===== src/rtl/chop_pkg.sv =====
package chop_pkg;
    localparam int REG_W   = 16;
    localparam int DUTY_W  = 3;
    localparam int FREQ_W  = 3;
    localparam int OS_W    = 4;
    localparam int SLICE_W = 3;                       // eight slices per period
    localparam int CFG_W   = DUTY_W + FREQ_W + OS_W + 1;
    localparam int RSV_W   = REG_W - CFG_W;
    localparam int PH_W    = FREQ_W + SLICE_W;        // phase within a period
    localparam int LIM_W   = PH_W + 1;
    localparam int OSC_W   = OS_W + 1 + SLICE_W;      // wide-pulse counter

    typedef struct packed {
        logic [DUTY_W-1:0] duty;
        logic [FREQ_W-1:0] freq;
        logic [OS_W-1:0]   width;
        logic              en;
    } chop_cfg_t;
endpackage


===== src/rtl/chop_regs.sv =====
module chop_regs
    import chop_pkg::*;
(
    input  logic             clk,
    input  logic             rst_n,
    input  logic             we,
    input  logic [REG_W-1:0] wdata,
    input  logic             load,
    output chop_cfg_t        act_q,
    output chop_cfg_t        act_d,
    output logic [REG_W-1:0] rdata
);
    typedef struct packed {
        chop_cfg_t prog;
        chop_cfg_t act;
    } regs_st_t;

    regs_st_t st_d, st_q;

    always_comb begin
        st_d = st_q;
        if (we) st_d.prog = chop_cfg_t'(wdata[CFG_W-1:0]);
        if (load) st_d.act = st_q.prog;
    end

    always_ff @(posedge clk or negedge rst_n) begin
        if (!rst_n) st_q <= '0;
        else        st_q <= st_d;
    end

    assign act_q = st_q.act;
    assign act_d = st_d.act;
    assign rdata = {{RSV_W{1'b0}}, st_q.prog};


    act_hold_chk: assert property (@(posedge clk) disable iff (!rst_n)
        !load |=> $stable(st_q.act));
endmodule


===== src/rtl/chop_carrier.sv =====
module chop_carrier
    import chop_pkg::*;
(
    input  logic      clk,
    input  logic      rst_n,
    input  logic      restart,
    input  chop_cfg_t cfg_cur,
    input  chop_cfg_t cfg_nxt,
    output logic      wrap,
    output logic      car_hi_d
);
    typedef struct packed {
        logic [PH_W-1:0] ph;
    } car_st_t;

    car_st_t st_d, st_q;
    logic [PH_W-1:0]   last_ph;
    logic [DUTY_W-1:0] dcode;
    logic [LIM_W-1:0]  lim;

    always_comb begin
        last_ph = {cfg_cur.freq, {SLICE_W{1'b1}}};
        wrap    = (st_q.ph == last_ph);
        st_d    = st_q;
        if (restart || wrap) st_d.ph = '0;
        else                 st_d.ph = st_q.ph + 1'b1;
        dcode    = (cfg_nxt.duty == {DUTY_W{1'b1}}) ? DUTY_W'(3) : cfg_nxt.duty;
        lim      = (LIM_W'(dcode) + LIM_W'(1)) * (LIM_W'(cfg_nxt.freq) + LIM_W'(1));
        car_hi_d = ({1'b0, st_d.ph} < lim);
    end

    always_ff @(posedge clk or negedge rst_n) begin
        if (!rst_n) st_q <= '0;
        else        st_q <= st_d;
    end


    phase_range_chk: assert property (@(posedge clk) disable iff (!rst_n)
        st_q.ph <= {cfg_cur.freq, {SLICE_W{1'b1}}});
endmodule


===== src/rtl/chop_oneshot.sv =====
module chop_oneshot
    import chop_pkg::*;
(
    input  logic            clk,
    input  logic            rst_n,
    input  logic            pwm,
    input  logic            rise,
    input  logic [OS_W-1:0] width,
    output logic            busy_d
);
    typedef struct packed {
        logic [OSC_W-1:0] cnt;
        logic             pwm;
    } os_st_t;

    os_st_t st_d, st_q;
    logic [OS_W:0] units;

    always_comb begin
        units    = {1'b0, width} + 1'b1;
        st_d     = st_q;
        st_d.pwm = pwm;
        if (!pwm)                st_d.cnt = '0;
        else if (rise)           st_d.cnt = {units, {SLICE_W{1'b0}}};
        else if (st_q.cnt != '0) st_d.cnt = st_q.cnt - 1'b1;
        busy_d = (st_d.cnt != '0);
    end

    always_ff @(posedge clk or negedge rst_n) begin
        if (!rst_n) st_q <= '0;
        else        st_q <= st_d;
    end


    os_needs_high_chk: assert property (@(posedge clk) disable iff (!rst_n)
        (st_q.cnt != '0) |-> st_q.pwm);
endmodule


===== src/rtl/pwm_chopper.sv =====
module pwm_chopper
    import chop_pkg::*;
(
    input  logic             clk,
    input  logic             rst_n,
    input  logic             pwm_in,
    output logic             chop_out,
    input  logic             reg_we,
    input  logic [REG_W-1:0] reg_wdata,
    output logic [REG_W-1:0] reg_rdata
);
    typedef struct packed {
        logic pwm;
        logic out;
    } top_st_t;

    top_st_t   st_d, st_q;
    chop_cfg_t act_q, act_d;
    logic      rise, wrap, car_hi_d, os_busy_d;

    assign rise = pwm_in & ~st_q.pwm;

    chop_regs u_regs (
        .clk(clk), .rst_n(rst_n), .we(reg_we), .wdata(reg_wdata),
        .load(rise | wrap), .act_q(act_q), .act_d(act_d), .rdata(reg_rdata)
    );

    chop_carrier u_car (
        .clk(clk), .rst_n(rst_n), .restart(rise), .cfg_cur(act_q),
        .cfg_nxt(act_d), .wrap(wrap), .car_hi_d(car_hi_d)
    );

    chop_oneshot u_os (
        .clk(clk), .rst_n(rst_n), .pwm(pwm_in), .rise(rise),
        .width(act_d.width), .busy_d(os_busy_d)
    );

    always_comb begin
        st_d     = st_q;
        st_d.pwm = pwm_in;
        if (act_d.en) st_d.out = pwm_in & (os_busy_d | car_hi_d);
        else          st_d.out = pwm_in;
    end

    always_ff @(posedge clk or negedge rst_n) begin
        if (!rst_n) st_q <= '0;
        else        st_q <= st_d;
    end

    assign chop_out = st_q.out;


    bypass_follow_chk: assert property (@(posedge clk) disable iff (!rst_n)
        !act_q.en |-> (chop_out == st_q.pwm));

    low_quiet_chk: assert property (@(posedge clk) disable iff (!rst_n)
        !st_q.pwm |-> !chop_out);

    rise_high_chk: assert property (@(posedge clk) disable iff (!rst_n)
        (rise && act_d.en) |=> chop_out);

    reset_low_chk: assert property (@(posedge clk)
        !rst_n |-> !chop_out);
endmodule


===== config.mk =====
export PLATFORM = sky130hd
export DESIGN_NAME = pwm_chopper
export DESIGN_NICKNAME = d
export VERILOG_FILES = /design/src/rtl/chop_pkg.sv /design/src/rtl/chop_regs.sv /design/src/rtl/chop_carrier.sv /design/src/rtl/chop_oneshot.sv /design/src/rtl/pwm_chopper.sv
export SDC_FILE = /design/constraint.sdc
export NUM_CORES = 1
export LEC_CHECK = 0
export ABC_AREA = 1
export BUFFER_PORTS_ARGS = -buffer_cell sky130_fd_sc_hd__buf_4
export CORE_MARGIN = 2
export CORE_UTILIZATION = 45
export DETAILED_ROUTE_END_ITERATION = 8
export PLACE_DENSITY = 0.66
export SLEW_MARGIN = 10
export SYNTH_ARGS = -nofsm -noshare
export SYNTH_HDL_FRONTEND = slang
export SYNTH_SLANG_ARGS = --single-unit

===== constraint.sdc =====
create_clock -name clk -period 12.7 [get_ports clk]
set_clock_uncertainty 0.05 [all_clocks]
set_input_delay 0 -clock clk [delete_from_list [all_inputs] [get_ports clk]]
set_output_delay 0 -clock clk [all_outputs]
set_load 0.02 [all_outputs]

==> results of run 1 <==
==> worst register-to-register path: cells and delay by family, from the launching register on <==
family | cells | cell delay, ns
AO/OA/AOI/OAI | 2 | 0.25
AND/OR/NAND/NOR | 14 | 1.53
XOR/XNOR | 2 | 0.43
buffers and inverters | 4 | 0.31
adder cells (fa/ha/maj) | 5 | 1.90
flip-flops | 1 | 0.37
==> logic make-up after synthesis <==
logic type      Yosys count  share of synthesized area [%]
simple gates            136                           25.4
mux                       3                           1.39
compound gates           26                           6.42
flops                    37                           38.0
other cells               1                          0.154
fa+ha+maj                25                           14.1
buf+inv                  60                           11.0
xor+xnor                  9                           3.55
==> final cells by class <==
type                            instances  area [um^2]
Fill cell                             436         2160
Multi-Input combinational cell        207         1270
Sequential cell                        37          926
Timing Repair Buffer                   48          415
Inverter                               51          191
Tap cell                               70         87.6
Clock buffer                            6         82.6
Clock inverter                          2         37.5
==> flip-flops by register name, summed over array words and instances, names as in the netlist <==
| signal | flops |
|---|---|
| u_regs.act_q | 10 |
| u_car.st_q | 6 |
| u_os.st_q | 8 |
| u_regs.rdata | 11 |
| chop_out | 1 |
| st_q | 1 |
==> worst paths after layout <==
| check | from | endpoint | cells after the start |
|---|---|---|---|
| worst max-delay path | u_car.st_q[0]$_DFF_PN0_ | chop_out$_DFF_PN0_ | 27 |
| worst min-delay path | reg_we | u_regs.rdata[1]$_DFFE_PN0P_ | 3 |
| worst max register to register | u_car.st_q[0]$_DFF_PN0_ | chop_out$_DFF_PN0_ | 27 |
| worst min register to register | u_os.st_q[1]$_DFF_PN0_ | u_os.st_q[1]$_DFF_PN0_ | 3 |
| max in group asynchronous | rst_n | st_q[1]$_DFF_PN0_ | 2 |
| min in group asynchronous | rst_n | u_regs.act_q[9]$_DFF_PN0_ | 2 |
==> power groups by stage <==
| stage | Combinational, W | Clock, W | Sequential, W |
|---|---|---|---|
| after floorplan | 0.000166 | 0 | 0.000152 |
| after global placement | 0.000211 | 0 | 0.000150 |
| after detailed placement | 0.000217 | 0 | 0.000150 |
| after CTS | 0.000226 | 0.000110 | 0.000148 |
| after global routing | 0.000260 | 0.000116 | 0.000151 |
| final | 0.000224 | 0.000107 | 0.000148 |
==> metrics by stage <==
step / utilization, % / instance area [um^2] / hold slack (ns) / instances
after global placement: 51.6 / 2670 / -0.0595 / 391
after global routing: 58.2 / 3010 / 0.0769 / 421
after detailed placement: 51.6 / 2670 / -0.0575 / 391
final: 58.2 / 3010 / 0.0385 / 421
after CTS: 58.2 / 3010 / 0.0361 / 421
after floorplan: - / 2460 / -0.346 / 304
==> Yosys cell counts, types with 5 or more instances <==
library cell  count
a21oi_1          10
buf_4             5
dfrtp_1          37
ha_1             21
inv_1            46
inv_2             5
nand2_1          65
nand2_2           5
nand3_1          25
nor2_1           25
o21ai_0          10
xor2_1            5
==> placed cells by master (no fill, tap or decap), types with 2 or more instances in the layout <==
| cell | n |
|---|---|
| buf_4 | 26 |
| nor2_4 | 3 |
| nand2_1 | 65 |
| dlygate4sd3_1 | 22 |
| inv_1 | 46 |
| xor2_1 | 5 |
| ha_1 | 21 |
| nand2_2 | 5 |
| clkbuf_8 | 6 |
| o21ai_0 | 10 |
| conb_1 | 8 |
| a21oi_2 | 2 |
| nand4_1 | 3 |
| dfrtp_1 | 37 |
| mux2_2 | 3 |
| nand3_1 | 25 |
| nand2_4 | 2 |
| a21oi_1 | 10 |
| xnor2_1 | 3 |
| nor3_1 | 3 |
| inv_2 | 5 |
| nor2_1 | 25 |
| fa_1 | 4 |
==> metal layers <==
layer  vias to the layer above  routed length (um)  global-route usage [%]
met5                         -                   0                       0
met4                         0                  73                    5.00
met3                         8                 196                    4.42
met2                        43                2330                    30.7
met1                       917                2300                    23.9
li1                       1022                   -                       -
==> what timing repair did <==
| action | CTS | global route |
|---|---|---|
| endpoints found under the setup margin | 0 | 0 |
| hold buffers | 22 | 0 |
| endpoints found under the hold margin | 51 | 0 |
==> results.md, run 1 <==
- Worst R2R Setup Slack: 7.75 ns
- CTS resizes: 0
- CTS tree: yes
- Initial antenna violation count: 0
- Fin crit period: 4.95 ns
- Die extent in x: 77.6 um
- Worst EP required: 12.83 ns
- Pre-CTS setup slack: 7.78 ns
- Drt wl/cell: 11.6 um
- Area of the core: 5170 um^2
- Max Root-Sink Buffers: 2
- Max Slew Vio Count: 0
- First drt pass iteration count: 4
- Ranking of synthesized cells by area: dfrtp_1 (38%), ha_1 (11%), nand2_1 (10%)
- Combinational Power Share: 46.8%
- Starting density of the core: 47.1%
- Clock transition at the registers of the reported paths: 0.08 ns
- Hpwl dp: 3550 um
- Final setup fails: 0
- Number of synthesized flops with an enable pin: 0
- Worst skew pair latency: 0.29 ns
- Layout cells sized above 1: 16.5%
- Hold Path Class: in2reg
- Nets: 395
- Core Rows: 26
- Die height: 77.6 um
- Diodes inserted: 0
- Total track usage: 18.4%
- Placer congestion estimate: 0.780
- Crit share post-route: 39.0%
- Gr ovfl total: 0
- Vias: 1990
- CTS sink count: 37
- Startpoint Class: register
- Post-synthesis instance area: 2430 um^2
- Max cap viols: 0
- Worst Slack Setup Final: 7.75 ns
- TritonCTS Buffers: 5
- Residual DRC count: 0
- Switching pwr: 0.000187 W
- VDD IR max: 0.0882 mV
- TNS Setup: 0 ns
- Average vias per placed instance: 4.73
- RSZ-0062 raised after global routing: no
- Flop pwr share: 30.9%
- Primary FF master, synth: dfrtp_1
- Post-DRT Antenna Nets: 0
- Area Overhead vs Synth: 23.5%
- Post-synth top area cell: dfrtp_1
- Clock share of power: 22.3%
- Final Total Pwr: 0.000479 W
- Synth top area share: 38.0%
- Worst path slowest cell: fa_1
- Crit path buffers/inverters: 4
- Seq/Total Area, Yosys: 38.0%
- CP delay by family, top: adder cells
- Leakage power: 1.63 nW
- Synth Register Bits: 37
- Die ar.: 6010 um^2
- Sw frac: 39.0%
- Endpoints failing hold: 0
- Netlist cell types: 34
- Async set-or-reset flop fraction in the synthesized netlist: 100%
- Crit path kind: reg2reg
- Number of DRC markers in iteration 0: 63
- Root Buffer: clkbuf_8
- Global-route wire length before repair: 8870 um
- Status: completed
- Htree depth: 2
- Worst setup EP type: register
- Internal power: 0.000293 W
- Final WL: 4900 um
- Syn avg cell area: 8.20 um^2
- Pwr Density: 159 nW/um^2
- Max stage delay on crit path: 0.52 ns
- CP max FO: 21
- Crit path top cell by count: nand2_1
- Post-CTS setup buffers: 0
- Syn Inst Count: 297
- F_max: 202 MHz
- Port Buffers: 26
- Largest net degree at the start of global routing: 38
- Vias in the first global route: 1992
- Synth warn: 0
- Io pins: 37
- CP Data Arrival Time: 5.08 ns
(Power assumes the default switching activity.)
==> run 2: changes to the inputs <==
clock period = 5 ns   (was 12.7 ns; I/O delays follow)
==> run 2 against run 1 <==
Net effect: combinational power grew to 2.5 times the previous value; die area unchanged; global-route usage is 0.37 points higher; sequential cell count unchanged; power is 150% higher; cell area fell by 1.4%; worst setup slack worse by 7.3 ns; non-clock buffer count down 3; cell count is 0.95% lower; first-iteration DRC count grew 67%; sequential share of layout area is 0.44 points higher; via count down 3.9%; largest power group unchanged; highest routed layer unchanged.
==> results.md, run 2 (synthesis results as in run 1) <==
- Core Rows: 26 (unchanged)
- First drt pass iteration count: 4 (unchanged)
- Htree depth: 2 (unchanged)
- Max Root-Sink Buffers: 2 (unchanged)
- F_max: 222 MHz (was 202 MHz)
- Final WL: 4850 um (was 4900 um)
- Max reg flops: 11 (unchanged)
- Worst skew pair latency: 0.29 ns (about the same)
- Hpwl dp: 3670 um (was 3550 um)
- Worst R2R Setup Slack: 0.49 ns (was 7.75 ns)
- Initial antenna violation count: 0 (unchanged)
- Pre-CTS setup slack: 0.325 ns (was 7.78 ns)
- Filler cells: 453 (was 436)
- Clock transition at the registers of the reported paths: 0.07 ns (was 0.08 ns)
- Post-DRT Antenna Nets: 0 (unchanged)
- Worst Setup SP: u_car.st_q[0]$_DFF_PN0_ (unchanged)
- Number of DRC markers in iteration 0: 105 (was 63)
- Global-route wire length before repair: 9060 um (was 8870 um)
- Crit path top cell by count: nand2_1 (unchanged)
- Endpoints failing hold: 0 (unchanged)
- Status: completed (unchanged)
- CP max FO: 16 (was 21)
- Post-CTS setup buffers: 0 (unchanged)
- CP Depth: 27 (unchanged)
- Crit path kind: reg2reg (unchanged)
- Starting density of the core: 47.1% (unchanged)
- Pwr Density: 399 nW/um^2 (was 159 nW/um^2)
- Placer congestion estimate: 0.796 (was 0.780)
- R2R depth: 27 (unchanged)
- Average vias per placed instance: 4.59 (was 4.73)
- Largest net degree at the start of global routing: 38 (unchanged)
- CP Data Arrival Time: 4.63 ns (was 5.08 ns)
- Gr ovfl total: 0 (unchanged)
- Hold path cells: 2 (was 3)
- TritonCTS Buffers: 5 (unchanged)
- Startpoint Class: register (unchanged)
- Die height: 77.6 um (unchanged)
- Commonest non-fill, non-tap cells in the layout: nand2_1 (65), inv_1 (45), dfrtp_1 (37), buf_4 (28) (was nand2_1 (65), inv_1 (46), dfrtp_1 (37), buf_4 (26))
- Hold Path Class: in2reg (unchanged)
- Layout cells sized above 1: 17.3% (was 16.5%)
- Worst setup EP type: register (unchanged)
- Area Overhead vs Synth: 21.8% (was 23.5%)
- CTS tree: yes (unchanged)
- Reg2reg start: u_car.st_q[0]$_DFF_PN0_ (unchanged)
- Nets: 392 (was 395)
- Commonest non-fill, non-tap cell in the layout: nand2_1 (unchanged)
- Worst path slowest cell: fa_1 (unchanged)
- Crit path buffers/inverters: 4 (unchanged)
- Die extent in x: 77.6 um (unchanged)
- Area of the core: 5170 um^2 (unchanged)
- Residual DRC count: 0 (unchanged)
- Max Slew Vio Count: 0 (unchanged)
- Die ar.: 6010 um^2 (unchanged)
- Total track usage: 18.8% (was 18.4%)
- VDD IR max: 0.240 mV (was 0.0882 mV)
- Max cap viols: 0 (unchanged)
- Fin crit period: 4.51 ns (was 4.95 ns)
- CTS sink count: 37 (unchanged)
- Worst Slack Setup Final: 0.495 ns (was 7.75 ns)
- Port Buffers: 26 (unchanged)
- RSZ-0062 raised after global routing: no (unchanged)
- Vias in the first global route: 2081 (was 1992)
- Diodes inserted: 0 (unchanged)
- Crit share post-route: 90.1% (was 39.0%)
- Leakage power: 1.61 nW (was 1.63 nW)
- Vias: 1912 (was 1990)
- Io pins: 37 (unchanged)
- R2r endpoint: chop_out$_DFF_PN0_ (unchanged)
- Final setup fails: 0 (unchanged)
- TNS Setup: 0 ns (unchanged)
- Critical Path Sink: chop_out$_DFF_PN0_ (unchanged)
- Max stage delay on crit path: 0.49 ns (was 0.52 ns)
- Root Buffer: clkbuf_8 (unchanged)
- Worst EP required: 5.13 ns (was 12.83 ns)
- Drt wl/cell: 11.6 um (about the same)
- CP delay by family, top: adder cells (unchanged)
run 2: worst min-delay path by stage:
| stage | slack (ns) | from | endpoint |
|---|---|---|---|
| after floorplan | -0.35 | rst_n | chop_out$_DFF_PN0_ |
| after global placement | -0.06 | rst_n | u_regs.rdata[9]$_DFFE_PN0P_ |
| after detailed placement | -0.06 | rst_n | u_regs.rdata[9]$_DFFE_PN0P_ |
| after CTS | 0.003 | reg_we | u_regs.rdata[6]$_DFFE_PN0P_ |
| after global routing | 0.03 | reg_we | u_regs.rdata[6]$_DFFE_PN0P_ |
| final | 0.01 | reg_we | u_regs.rdata[10]$_DFFE_PN0P_ |
run 2: timing repair:
item / in CTS / in global routing
endpoints found under the hold margin: 51 / 0
endpoints found under the setup margin: 0 / 1
gates resized for setup: 0 / 2
hold buffers: 17 / 0
run 2: area by class of cell:
type	count	area [um^2]	share of cell area [%]
Timing Repair Buffer	45	380	12.8
Inverter	51	191	6.46
Multi-Input combinational cell	207	1280	43.0
Sequential cell	37	926	31.2
Clock buffer	5	68.8	2.32
Tap cell	70	87.6	2.95
Clock inverter	2	35.0	1.18
run 2: layer usage:
layer / track usage, % / share of wire [%] / up-vias
li1: - / - / 1016
met1: 23.5 / 46 / 862
met2: 32.6 / 50 / 30
met3: 4.19 / 3.1 / 4
met4: 5.18 / 0.91 / 0
met5: 0 / 0 / -
run 2: through the flow:
stage	power, W	area, um^2	hold slack [ns]	util (%)	instances
after detailed placement	0.000936	2680	-0.0620	51.9	393
final	0.00118	2970	0.0140	57.3	417
after CTS	0.00120	2960	0.00253	57.2	417
after global routing	0.00133	2970	0.0306	57.3	417
after global placement	0.000920	2680	-0.0614	51.9	393
after floorplan	0.000810	2460	-0.346	-	304
run 2: report_power, final:
part           switching, W  internal, W
registers         0.0000304     0.000347
clock network      0.000100     0.000145
logic              0.000330     0.000231
total              0.000461     0.000723
